$ cat config.mk
export PLATFORM = sky130hd
export DESIGN_NAME = bgcal_sequencer
export DESIGN_NICKNAME = d
export VERILOG_FILES = /design/src/rtl/bgcal_pkg.sv /design/src/rtl/bgcal_walk.sv /design/src/rtl/bgcal_rank_store.sv /design/src/rtl/bgcal_route.sv /design/src/rtl/bgcal_sequencer.sv
export SDC_FILE = /design/constraint.sdc
export NUM_CORES = 1
export LEC_CHECK = 0
export BUFFER_PORTS_ARGS = -buffer_cell sky130_fd_sc_hd__buf_2
export CAP_MARGIN = 0
export CORE_MARGIN = 4
export CORE_UTILIZATION = 45
export DETAILED_ROUTE_END_ITERATION = 16
export HOLD_SLACK_MARGIN = 0.15
export PLACE_DENSITY = 0.64
export SLEW_MARGIN = 20
export SYNTH_ARGS = -nofsm -noshare
export SYNTH_HDL_FRONTEND = slang
export SYNTH_SLANG_ARGS = --single-unit
$ cat constraint.sdc
create_clock -name clk -period 6.2 [get_ports clk]
set_input_delay 0.31 -clock clk [delete_from_list [all_inputs] [get_ports clk]]
set_output_delay 0.31 -clock clk [all_outputs]
set_load 0.01 [all_outputs]
$ cat src/rtl/bgcal_pkg.sv
// Shared encodings for the calibration sequencer.
package bgcal_pkg;
    typedef enum logic [2:0] {
        ST_IDLE,
        ST_CHECK,
        ST_SCAN,
        ST_DROP,
        ST_CAL,
        ST_RESTORE,
        ST_SETTLE
    } seq_state_e;

    localparam logic [1:0] RANK_RUNNER = 2'b01;
    localparam logic [1:0] RANK_TOP    = 2'b10;

    localparam logic [2:0] RT_HOLD    = 3'd0;
    localparam logic [2:0] RT_SWAP    = 3'd1;
    localparam logic [2:0] RT_DROP    = 3'd2;
    localparam logic [2:0] RT_RESTORE = 3'd3;
    localparam logic [2:0] RT_SETTLE  = 3'd4;
endpackage

$ cat src/rtl/bgcal_walk.sv
// Level/candidate walker: nested loop counter, candidate inner, level outer.
// Assumes CANDS >= 2 and LEVELS >= 2; advances once per step pulse.
module bgcal_walk #(
    parameter int LEVELS = 7,
    parameter int CANDS  = 4,
    parameter int LVL_W  = 3,
    parameter int SEL_W  = 2
) (
    input  logic             clk,
    input  logic             rst_n,
    input  logic             step,
    output logic [LVL_W-1:0] lvl,
    output logic [SEL_W-1:0] cand
);
    logic [LVL_W-1:0] lvl_q;
    logic [SEL_W-1:0] cand_q;

    // Advance the nested loop, wrapping the level after the last one.
    always_ff @(posedge clk) begin
        if (!rst_n) begin
            lvl_q  <= '0;
            cand_q <= '0;
        end else if (step) begin
            if (cand_q == SEL_W'(CANDS - 1)) begin
                cand_q <= '0;
                lvl_q  <= (lvl_q == LVL_W'(LEVELS - 1)) ? '0 : lvl_q + 1'b1;
            end else begin
                cand_q <= cand_q + 1'b1;
            end
        end
    end

    assign lvl  = lvl_q;
    assign cand = cand_q;

    assert_walk_bounds_R2: assert property (@(posedge clk) disable iff (!rst_n)
        (int'(lvl_q) < LEVELS) && (int'(cand_q) < CANDS));
endmodule

$ cat src/rtl/bgcal_rank_store.sv
// Best / second-best candidate records per level, updated from the rank code.
// Assumes upd is a single-cycle pulse with lvl/cand/rank valid alongside.
module bgcal_rank_store #(
    parameter int LEVELS = 7,
    parameter int LVL_W  = 3,
    parameter int SEL_W  = 2
) (
    input  logic                    clk,
    input  logic                    rst_n,
    input  logic                    upd,
    input  logic [LVL_W-1:0]        lvl,
    input  logic [SEL_W-1:0]        cand,
    input  logic [1:0]              rank,
    output logic [LEVELS*SEL_W-1:0] best_flat,
    output logic [LEVELS*SEL_W-1:0] second_flat
);
    import bgcal_pkg::*;

    logic [SEL_W-1:0] best_q [LEVELS];
    logic [SEL_W-1:0] sec_q  [LEVELS];

    // Apply the ranking outcome to the record of the addressed level.
    always_ff @(posedge clk) begin
        if (!rst_n) begin
            for (int m = 0; m < LEVELS; m++) begin
                best_q[m] <= '0;
                sec_q[m]  <= SEL_W'(1);
            end
        end else if (upd) begin
            for (int m = 0; m < LEVELS; m++) begin
                if (lvl == LVL_W'(m)) begin
                    if (rank == RANK_TOP) begin
                        if (cand != best_q[m]) begin
                            sec_q[m]  <= best_q[m];
                            best_q[m] <= cand;
                        end
                    end else if (rank == RANK_RUNNER) begin
                        if (cand == best_q[m]) begin
                            best_q[m] <= sec_q[m];
                            sec_q[m]  <= cand;
                        end else if (cand != sec_q[m]) begin
                            sec_q[m] <= cand;
                        end
                    end
                end
            end
        end
    end

    for (genvar g = 0; g < LEVELS; g++) begin : g_flat
        assign best_flat[g*SEL_W +: SEL_W]   = best_q[g];
        assign second_flat[g*SEL_W +: SEL_W] = sec_q[g];

        assert_rank_distinct_R6: assert property (@(posedge clk) disable iff (!rst_n)
            best_q[g] != sec_q[g]);
    end
endmodule

$ cat src/rtl/bgcal_route.sv
// Routing fabric registers: level select registers and conversion enables.
// Executes one command per cycle; every register update completes in one cycle.
// Assumes best/second records never name the same candidate for a level.
module bgcal_route #(
    parameter int LEVELS = 7,
    parameter int COMPS  = 10,
    parameter int LVL_W  = 3,
    parameter int SEL_W  = 2,
    parameter int CMP_W  = 4
) (
    input  logic                    clk,
    input  logic                    rst_n,
    input  logic [2:0]              op,
    input  logic [LVL_W-1:0]        scan_lvl,
    input  logic [CMP_W-1:0]        cuc,
    input  logic                    cal_active,
    input  logic [LEVELS*SEL_W-1:0] best_flat,
    input  logic [LEVELS*SEL_W-1:0] second_flat,
    output logic [LEVELS*SEL_W-1:0] sel_flat,
    output logic [COMPS-1:0]        conv_en,
    output logic [COMPS-1:0]        used,
    output logic                    cuc_hit
);
    import bgcal_pkg::*;

    logic [SEL_W-1:0] sel_q [LEVELS];
    logic [COMPS-1:0] en_q;
    logic [COMPS-1:0] best_set;
    logic [SEL_W-1:0] scan_sel;
    logic [SEL_W-1:0] scan_sec;

    // Set of comparators currently selected, and set named by the best records.
    always_comb begin
        used     = '0;
        best_set = '0;
        for (int m = 0; m < LEVELS; m++) begin
            used[CMP_W'(m) + CMP_W'(sel_q[m])] = 1'b1;
            best_set[CMP_W'(m) + CMP_W'(best_flat[m*SEL_W +: SEL_W])] = 1'b1;
        end
    end

    // Current select and stored substitute of the level being scanned.
    always_comb begin
        scan_sel = '0;
        scan_sec = '0;
        for (int m = 0; m < LEVELS; m++) begin
            if (scan_lvl == LVL_W'(m)) begin
                scan_sel = sel_q[m];
                scan_sec = second_flat[m*SEL_W +: SEL_W];
            end
        end
    end

    assign cuc_hit = (CMP_W'(scan_lvl) + CMP_W'(scan_sel)) == cuc;

    // Fabric register writes commanded by the sequencer.
    always_ff @(posedge clk) begin
        if (!rst_n) begin
            for (int m = 0; m < LEVELS; m++) sel_q[m] <= '0;
            for (int i = 0; i < COMPS; i++) en_q[i] <= (i < LEVELS);
        end else begin
            case (op)
                RT_SWAP: begin
                    if (cuc_hit) begin
                        sel_q[scan_lvl] <= scan_sec;
                        en_q[CMP_W'(scan_lvl) + CMP_W'(scan_sec)] <= 1'b1;
                    end
                end
                RT_DROP: en_q[cuc] <= 1'b0;
                RT_RESTORE: begin
                    for (int m = 0; m < LEVELS; m++) sel_q[m] <= best_flat[m*SEL_W +: SEL_W];
                    en_q <= en_q | best_set;
                end
                RT_SETTLE: en_q <= used;
                default: ;
            endcase
        end
    end

    for (genvar g = 0; g < LEVELS; g++) begin : g_sel
        assign sel_flat[g*SEL_W +: SEL_W] = sel_q[g];
    end
    assign conv_en = en_q;

    assert_sel_enabled_R8: assert property (@(posedge clk) disable iff (!rst_n)
        (used & ~en_q) == '0);
    assert_cal_isolated_R8: assert property (@(posedge clk) disable iff (!rst_n)
        cal_active |-> (!en_q[cuc] && !used[cuc]));
    assert_drop_unselected_R4: assert property (@(posedge clk) disable iff (!rst_n)
        (op == RT_DROP) |-> !used[cuc]);
endmodule

$ cat src/rtl/bgcal_sequencer.sv
// Background calibration sequencer: walks levels and candidates, hot-swaps
// the comparator under calibration for stored substitutes, runs the
// measurement handshake and restores the fabric from the ranking outcome.
// Assumes meas_done is a single-cycle pulse given while cal_on is high.
module bgcal_sequencer #(
    parameter int  LEVELS = 7,
    parameter int  CANDS  = 4,
    localparam int COMPS  = LEVELS + CANDS - 1,
    localparam int LVL_W  = $clog2(LEVELS),
    localparam int SEL_W  = $clog2(CANDS),
    localparam int CMP_W  = $clog2(COMPS)
) (
    input  logic                    clk,
    input  logic                    rst_n,
    input  logic                    run,
    input  logic                    meas_done,
    input  logic [1:0]              meas_rank,
    output logic                    cal_on,
    output logic [CMP_W-1:0]        cuc_id,
    output logic [COMPS-1:0]        conv_en,
    output logic [LEVELS*SEL_W-1:0] lvl_sel
);
    import bgcal_pkg::*;

    seq_state_e state_q, state_d;
    logic [LVL_W-1:0] scan_q;
    logic [LVL_W-1:0] lvl;
    logic [SEL_W-1:0] cand;
    logic [LEVELS*SEL_W-1:0] best_flat, second_flat;
    logic [COMPS-1:0] used;
    logic cuc_hit;
    logic [2:0] op;

    assign cuc_id = CMP_W'(lvl) + CMP_W'(cand);
    assign cal_on = (state_q == ST_CAL);

    // Next-state decision of the per-comparator sequence.
    always_comb begin
        state_d = state_q;
        case (state_q)
            ST_IDLE:    if (run) state_d = ST_CHECK;
            ST_CHECK:   state_d = conv_en[cuc_id] ? ST_SCAN : ST_CAL;
            ST_SCAN:    if (scan_q == LVL_W'(LEVELS - 1)) state_d = ST_DROP;
            ST_DROP:    state_d = ST_CAL;
            ST_CAL:     if (meas_done) state_d = ST_RESTORE;
            ST_RESTORE: state_d = ST_SETTLE;
            ST_SETTLE:  state_d = run ? ST_CHECK : ST_IDLE;
            default:    state_d = ST_IDLE;
        endcase
    end

    // Fabric command issued in each phase.
    always_comb begin
        case (state_q)
            ST_SCAN:    op = RT_SWAP;
            ST_DROP:    op = RT_DROP;
            ST_RESTORE: op = RT_RESTORE;
            ST_SETTLE:  op = RT_SETTLE;
            default:    op = RT_HOLD;
        endcase
    end

    // State register and level scan pointer.
    always_ff @(posedge clk) begin
        if (!rst_n) begin
            state_q <= ST_IDLE;
            scan_q  <= '0;
        end else begin
            state_q <= state_d;
            if (state_q == ST_CHECK)     scan_q <= '0;
            else if (state_q == ST_SCAN) scan_q <= scan_q + 1'b1;
        end
    end

    bgcal_walk #(.LEVELS(LEVELS), .CANDS(CANDS), .LVL_W(LVL_W), .SEL_W(SEL_W)) walk_i (
        .clk  (clk),
        .rst_n(rst_n),
        .step (state_q == ST_SETTLE),
        .lvl  (lvl),
        .cand (cand)
    );

    bgcal_rank_store #(.LEVELS(LEVELS), .LVL_W(LVL_W), .SEL_W(SEL_W)) rank_i (
        .clk        (clk),
        .rst_n      (rst_n),
        .upd        (cal_on && meas_done),
        .lvl        (lvl),
        .cand       (cand),
        .rank       (meas_rank),
        .best_flat  (best_flat),
        .second_flat(second_flat)
    );

    bgcal_route #(.LEVELS(LEVELS), .COMPS(COMPS), .LVL_W(LVL_W), .SEL_W(SEL_W),
                  .CMP_W(CMP_W)) route_i (
        .clk        (clk),
        .rst_n      (rst_n),
        .op         (op),
        .scan_lvl   (scan_q),
        .cuc        (cuc_id),
        .cal_active (cal_on),
        .best_flat  (best_flat),
        .second_flat(second_flat),
        .sel_flat   (lvl_sel),
        .conv_en    (conv_en),
        .used       (used),
        .cuc_hit    (cuc_hit)
    );

    assert_cal_hold_R5: assert property (@(posedge clk) disable iff (!rst_n)
        (cal_on && !meas_done) |=> cal_on);
    assert_cal_end_R5: assert property (@(posedge clk) disable iff (!rst_n)
        (cal_on && meas_done) |=> !cal_on);
    assert_skip_unused_R3: assert property (@(posedge clk) disable iff (!rst_n)
        (state_q == ST_CHECK && !conv_en[cuc_id]) |=> cal_on);
    assert_idle_exact_R7: assert property (@(posedge clk) disable iff (!rst_n)
        (state_q == ST_IDLE) |-> (conv_en == used));
    assert_idle_best_R7: assert property (@(posedge clk) disable iff (!rst_n)
        (state_q == ST_IDLE) |-> (lvl_sel == best_flat));
endmodule

# Word-level counts from Yosys, hierarchy flattened
# Memory sizes are Yosys's and may differ from the RTL's.
# Cells that the tools add are included.
[totals] mem_bits_rw=42 in_bits=6 regBits=21 mem_count=3
[classes] n_lt_le_gt_ge=32 n_eq_ne=51 bitwise=59 muxes=259 add_sub_neg=18 reduce_logical=26
[mem_list] name="rank_i.best_q" depth=7 word_bits=2 read_ports=7 rd_ports_with_merged_regs=0 wr=7 line_no="bgcal_rank_store.sv:19" rtl="logic [SEL_W-1:0] best_q [LEVELS];"
[mem_list] name="rank_i.sec_q" depth=7 word_bits=2 read_ports=7 rd_ports_with_merged_regs=0 wr=7 line_no="bgcal_rank_store.sv:20" rtl="logic [SEL_W-1:0] sec_q [LEVELS];"
[mem_list] name="route_i.sel_q" depth=7 word_bits=2 read_ports=7 rd_ports_with_merged_regs=0 wr=7 line_no="bgcal_route.sv:26" rtl="logic [SEL_W-1:0] sel_q [LEVELS];"
[ops] cell="$mux W1" n=174
[ops] cell="$or A10 B10 Y10" n=12
[ops] cell="$mux W2" n=58
[ops] cell="$lt A4 B5 Y1 const B" n=14
[ops] cell="$demux W1 S4" n=14
[ops] cell="$ge A4 B1 Y1 const B" n=14
[ops] cell="$or A1 B1 Y1" n=42
[ops] cell="$pmux W10 S4" n=1
[ops] cell="$eq A3 B3 Y1 const B" n=10
[ops] cell="$ne A2 B2 Y1" n=14
[ops] cell="$add A3 B2 Y4 const A" n=6
[ops] cell="$eq A3 B2 Y1 const B" n=8
[ops] cell="$pmux W3 S7" n=1
[ops] cell="$or A4 B10 Y10" n=2
[ops] cell="$mux W3" n=6
[ops] cell="$logic_and A1 B1 Y1" n=17
[ops] cell="$eq A2 B2 Y1" n=7
[ops] cell="$add A2 B2 Y3 const A" n=4
[ops] cell="$add A3 B2 Y4" n=3
[ops] cell="$eq A3 B1 Y1 const B" n=4
[ops] cell="$pmux W3 S4" n=1
[ops] cell="$and A10 B10 Y10" n=1
[ops] cell="$lt A2 B5 Y1 const B" n=2
[ops] cell="$mux W10" n=1
[ops] cell="17 further kinds" n=29

# Longest topological paths before layout
[logic_depth] depth_word=16 mapped_depth=20 ltp_nobuf=17

# By module
# Synthesis repeated with hierarchy kept, for this count alone.
[hier_totals] cells_unflattened=598 area_unflattened_um2=5447.7
[modules_own_cells] mod="bgcal_route" area_per_inst_um2=2697.6 cells_per_inst=326 n_inst=1
[modules_own_cells] mod="bgcal_rank_store" area_per_inst_um2=1956.9 cells_per_inst=185 n_inst=1
[modules_own_cells] mod="bgcal_sequencer" area_per_inst_um2=563.0 cells_per_inst=64 n_inst=1
[modules_own_cells] mod="bgcal_walk" area_per_inst_um2=230.2 cells_per_inst=23 n_inst=1

# Worst setup path before layout
# OpenSTA, ideal clock, no wires.
[synth_timing] path_type="register to register" startpoint="register scan_q[1]" endpoint="memory route_i.sel_q[3][0] (enable)" path_buffers=2 synth_period_minus_slack_ns=4.038 setup_ns=0.297 path_stages_with_launch=20 arrival_time_ns=3.741 path_slack_ns=2.162 t_required_ns=5.903 path_cell_list="dfxtp_1 -> inv_1 -> ha_1 -> clkbuf_1 -> clkbuf_1 -> nand3b_1 -> a21oi_1 -> a21oi_1 -> o21ai_0 -> nor2_1 -> a21oi_1 -> ha_1 -> inv_1 -> fa_1 -> xnor2_1 -> xnor2_1 -> and3_2 -> nor3b_4 -> or4b_4 -> nand2_1"
[synth_lines] item="start, declared" line_no="bgcal_sequencer.sv:26" rtl="logic [LVL_W-1:0] scan_q;"
[synth_lines] item="start signal, assigned" line_no="bgcal_sequencer.sv:71" rtl="else if (state_q == ST_SCAN) scan_q <= scan_q + 1'b1;"
[synth_lines] item="end, declared" line_no="bgcal_route.sv:26"

==> metrics.md <==
| Metric | Value |
|---|---|
| Worst min-delay path category | input pin to register |
| Number of hold buffers added after cts | 0 |
| Mapped Cells | 629 |
| Worst VDD drop | 0.128 mV |
| Initial antenna violation count | 0 |
| Port Buffer Count | 34 |
| Ys flop type | edfxtp_1 |
| Netlist Area Pre-Place | 5320 um^2 |
| Ys Warns | 0 |
| Share of cells above drive strength 1 | 0.114 |
| Critical Path RT | 6.25 ns |
| Largest area contributor in the netlist | edfxtp_1 |
| GPL Wtd Cong | slightly above 0.9 |
| Fin crit share | 0.714 |
| Starting density of the core | 0.464 |
| # diodes | 0 |
| Post-route clock skew | 0.00847 ns |
| Layout area overhead | 10.2% |
| Setup CP Type | register to register |
| WP data arrival | 4.48 ns |
| Num rows | 39 |
| EDFF count, synth | 42 |
| Clock buffer depth | 2 |
| Post-synthesis sequential area ratio | 0.316 |
| Clk_lat worst skew | 0.34 ns |
| HPWL after DPL | approximately 12 mm |
| Core area | 11500 um^2 |
| PwrDens | 199 nW/um^2 |
| CTS Buf Count | 9 |
| # H-tree levels | 3 |
| Fmax | 226 MHz |
| Dpl cells | 774 |
| GRT overflow | 0 |
| Setup TNS | 0 ns |
| Final #Nets | 687 |
| Slew Limit Fails | 0 |
| DR iter-0 viols | 470 |
| Worst Tran Pin Value | roughly 1.0 ns |
| Final WL | 16.1 mm |
| Distinct cells, synth | 66 |
| Hold Fails Final Rpt | 0 |
| Clock network power share | 0.459 |
| Endpoints failing setup | 0 |
| Post-synth ARST share | 0 |
| Yosys top cell area share | 0.237 |
| Die X | 117 um |
| Vias | around 5000 |
| # DRC | 0 |
| Post-CTS sizing | 0 |
| Seq cells post-synth | 63 |
| Reg power frac | 0.418 |
| CP startpoint kind | register |
| Vias in the first global route | 4640 |
| Logic pwr share | 0.123 |
| Psw | 299 uW |
| P_leak | roughly 2.2 nW |
| # IOs | 35 |
| Run status | completed |
| Synth top area cells | edfxtp_1, ha_1, dfxtp_1, nand2_1, o21ai_0 |
| First-pass iteration count of the detailed router | 5 |
| Die Y | 117 um |
| Final antenna-violating net count | 0 |
| Largest net degree at the start of global routing | 33 |
| Sw Share | 0.257 |
| CP max FO | 17 |
| RSZ-0062 raised after global routing | false |
| Reg clk slew, reported paths | 0.05 ns |
| P_int | 865 uW |
| GR Util All Layers | 0.245 |
| Syn nets | about 670 |
| Vias per cell | 6.23 |
| First-pass GRT wire length | 25.3 mm |
| Syn Area/Cell | approximately 8.5 um^2 |
| Post-CTS Setup Inserts | 0 |
| CTS tree | yes |
| Tmin final | 4.43 ns |
| Non-Filler Instances | 790 |
| Sink Count | 63 |
| Die ar. | 13600 um^2 |
| Relative slew slack | 0.283 |
| Wire per inst | 20.4 um |
| CTS root buf | clkbuf_16 |
| CP endpoint kind | register |
| Max cap viols | 0 |
-- registers in the layout, summed over array words and instances, names as in the netlist --
register,cells
rank_i.best_q,14
rank_i.sec_q,14
route_i.conv_en,10
route_i.sel_q,14
scan_q,3
state_q,3
walk_i.cand,2
walk_i.lvl,3
-- final cells by class --
type,count,area [um^2]
Fill cell,1079,5610
Multi-Input combinational cell,497,3360
Sequential cell,63,1680
Clock buffer,11,233
Timing Repair Buffer,39,208
Tap cell,143,179
Inverter,32,120
Clock inverter,5,72.6
-- power by group through the flow --
stage	Clock, mW	Combinational [mW]	Sequential (mW)
final	0.534	0.143	0.487
after global routing	0.564	0.159	0.488
after CTS	0.543	0.142	0.486
after detailed placement	0	0.141	0.494
after global placement	0	0.139	0.494
after floorplan	0	0.108	0.482
-- worst paths after layout --
kind	startpoint	end	slack, ns	cells after the start
worst max-delay path	scan_q[1]	route_i.sel_q[3][1]	1.77	17
worst min-delay path	meas_done	state_q[0]	0.34	3
worst max register to register	scan_q[1]	route_i.sel_q[3][1]	1.77	17
worst min register to register	route_i.conv_en[7]	route_i.conv_en[7]	0.49	2
-- cell usage in the layout, fill, tap and decap left out, types with 7 or more instances in the layout --
cell type	count
inv_1	32
nor3_1	9
buf_2	34
nand2b_1	11
nor2_1	48
xor2_1	15
o22ai_1	8
a21oi_1	33
edfxtp_1	42
dfxtp_1	21
clkbuf_16	9
mux2i_1	12
o21ai_0	40
and2_1	8
a22o_1	8
nand3b_1	7
ha_1	36
nor2b_1	9
a31oi_1	9
a2111oi_0	7
nand3_1	22
xnor2_1	19
nand2_1	76
-- synth_stat cells, drive strengths merged (6+ instances only) --
master   number
xor2         16
or3           6
o22ai         8
inv          32
ha           36
o21ai        43
a22o          8
clkbuf       27
dfxtp        21
nand2b       11
edfxtp       42
a2111oi       7
mux2i        12
and2          8
nor2         48
a211o         6
nor2b         9
a31oi         9
buf          10
xnor2        19
o221ai        6
nand3        22
nand3b        7
nor4          6
a21oi        33
nor3b         7
nand2        76
nor3          9
a211oi        7
a22oi         6
-- per-stage QoR --
step | power (mW) | cell area [um^2] | hold WS, ns | setup slack, ns | utilization
6_report | 1.16 | 5860 | 0.338 | 1.77 | 0.511
5_1_grt | 1.21 | 5860 | 0.376 | 1.44 | 0.511
4_1_cts | 1.17 | 5860 | 0.331 | 1.82 | 0.511
3_5_place_dp | 0.636 | 5550 | 0.484 | 1.82 | 0.484
3_3_place_gp | 0.633 | 5550 | 0.470 | 1.93 | 0.484
2_1_floorplan | 0.589 | 5320 | 0.489 | 2.16 | -
-- per-layer routing --
metal | wire length (um) | GRT usage | share of wire
met1 | 6940 | 0.317 | 0.43
met2 | 7480 | 0.389 | 0.46
met3 | 1080 | 0.0487 | 0.067
met4 | 639 | 0.122 | 0.040
met5 | 0 | 0 | 0
-- critical path, cell delays in order, from the launching register on --
cell,delay (ns)
dfxtp_1,0.56
inv_1,0.22
ha_1,0.43
nand3b_1,0.24
a21oi_1,0.15
a21oi_1,0.06
o21ai_0,0.17
nor2_1,0.06
a21oi_1,0.13
ha_1,0.18
inv_1,0.05
fa_1,0.37
xnor2_1,0.19
xnor2_1,0.16
and3_2,0.26
nor3b_4,0.25
or4b_4,0.52
nand2_1,0.12
-- logic make-up (layout without fill, tap and decap cells) --
family / after synthesis / after routing / synth area share
mux: 16 / 16 / 0.0353
flops: 63 / 63 / 0.316
buf+inv: 69 / 87 / 0.0511
compound gates: 178 / 178 / 0.228
simple gates: 229 / 229 / 0.214
xor+xnor: 35 / 35 / 0.0591
fa+ha+maj: 39 / 39 / 0.0960
No activity file was read; power rests on OpenSTA's default activity.
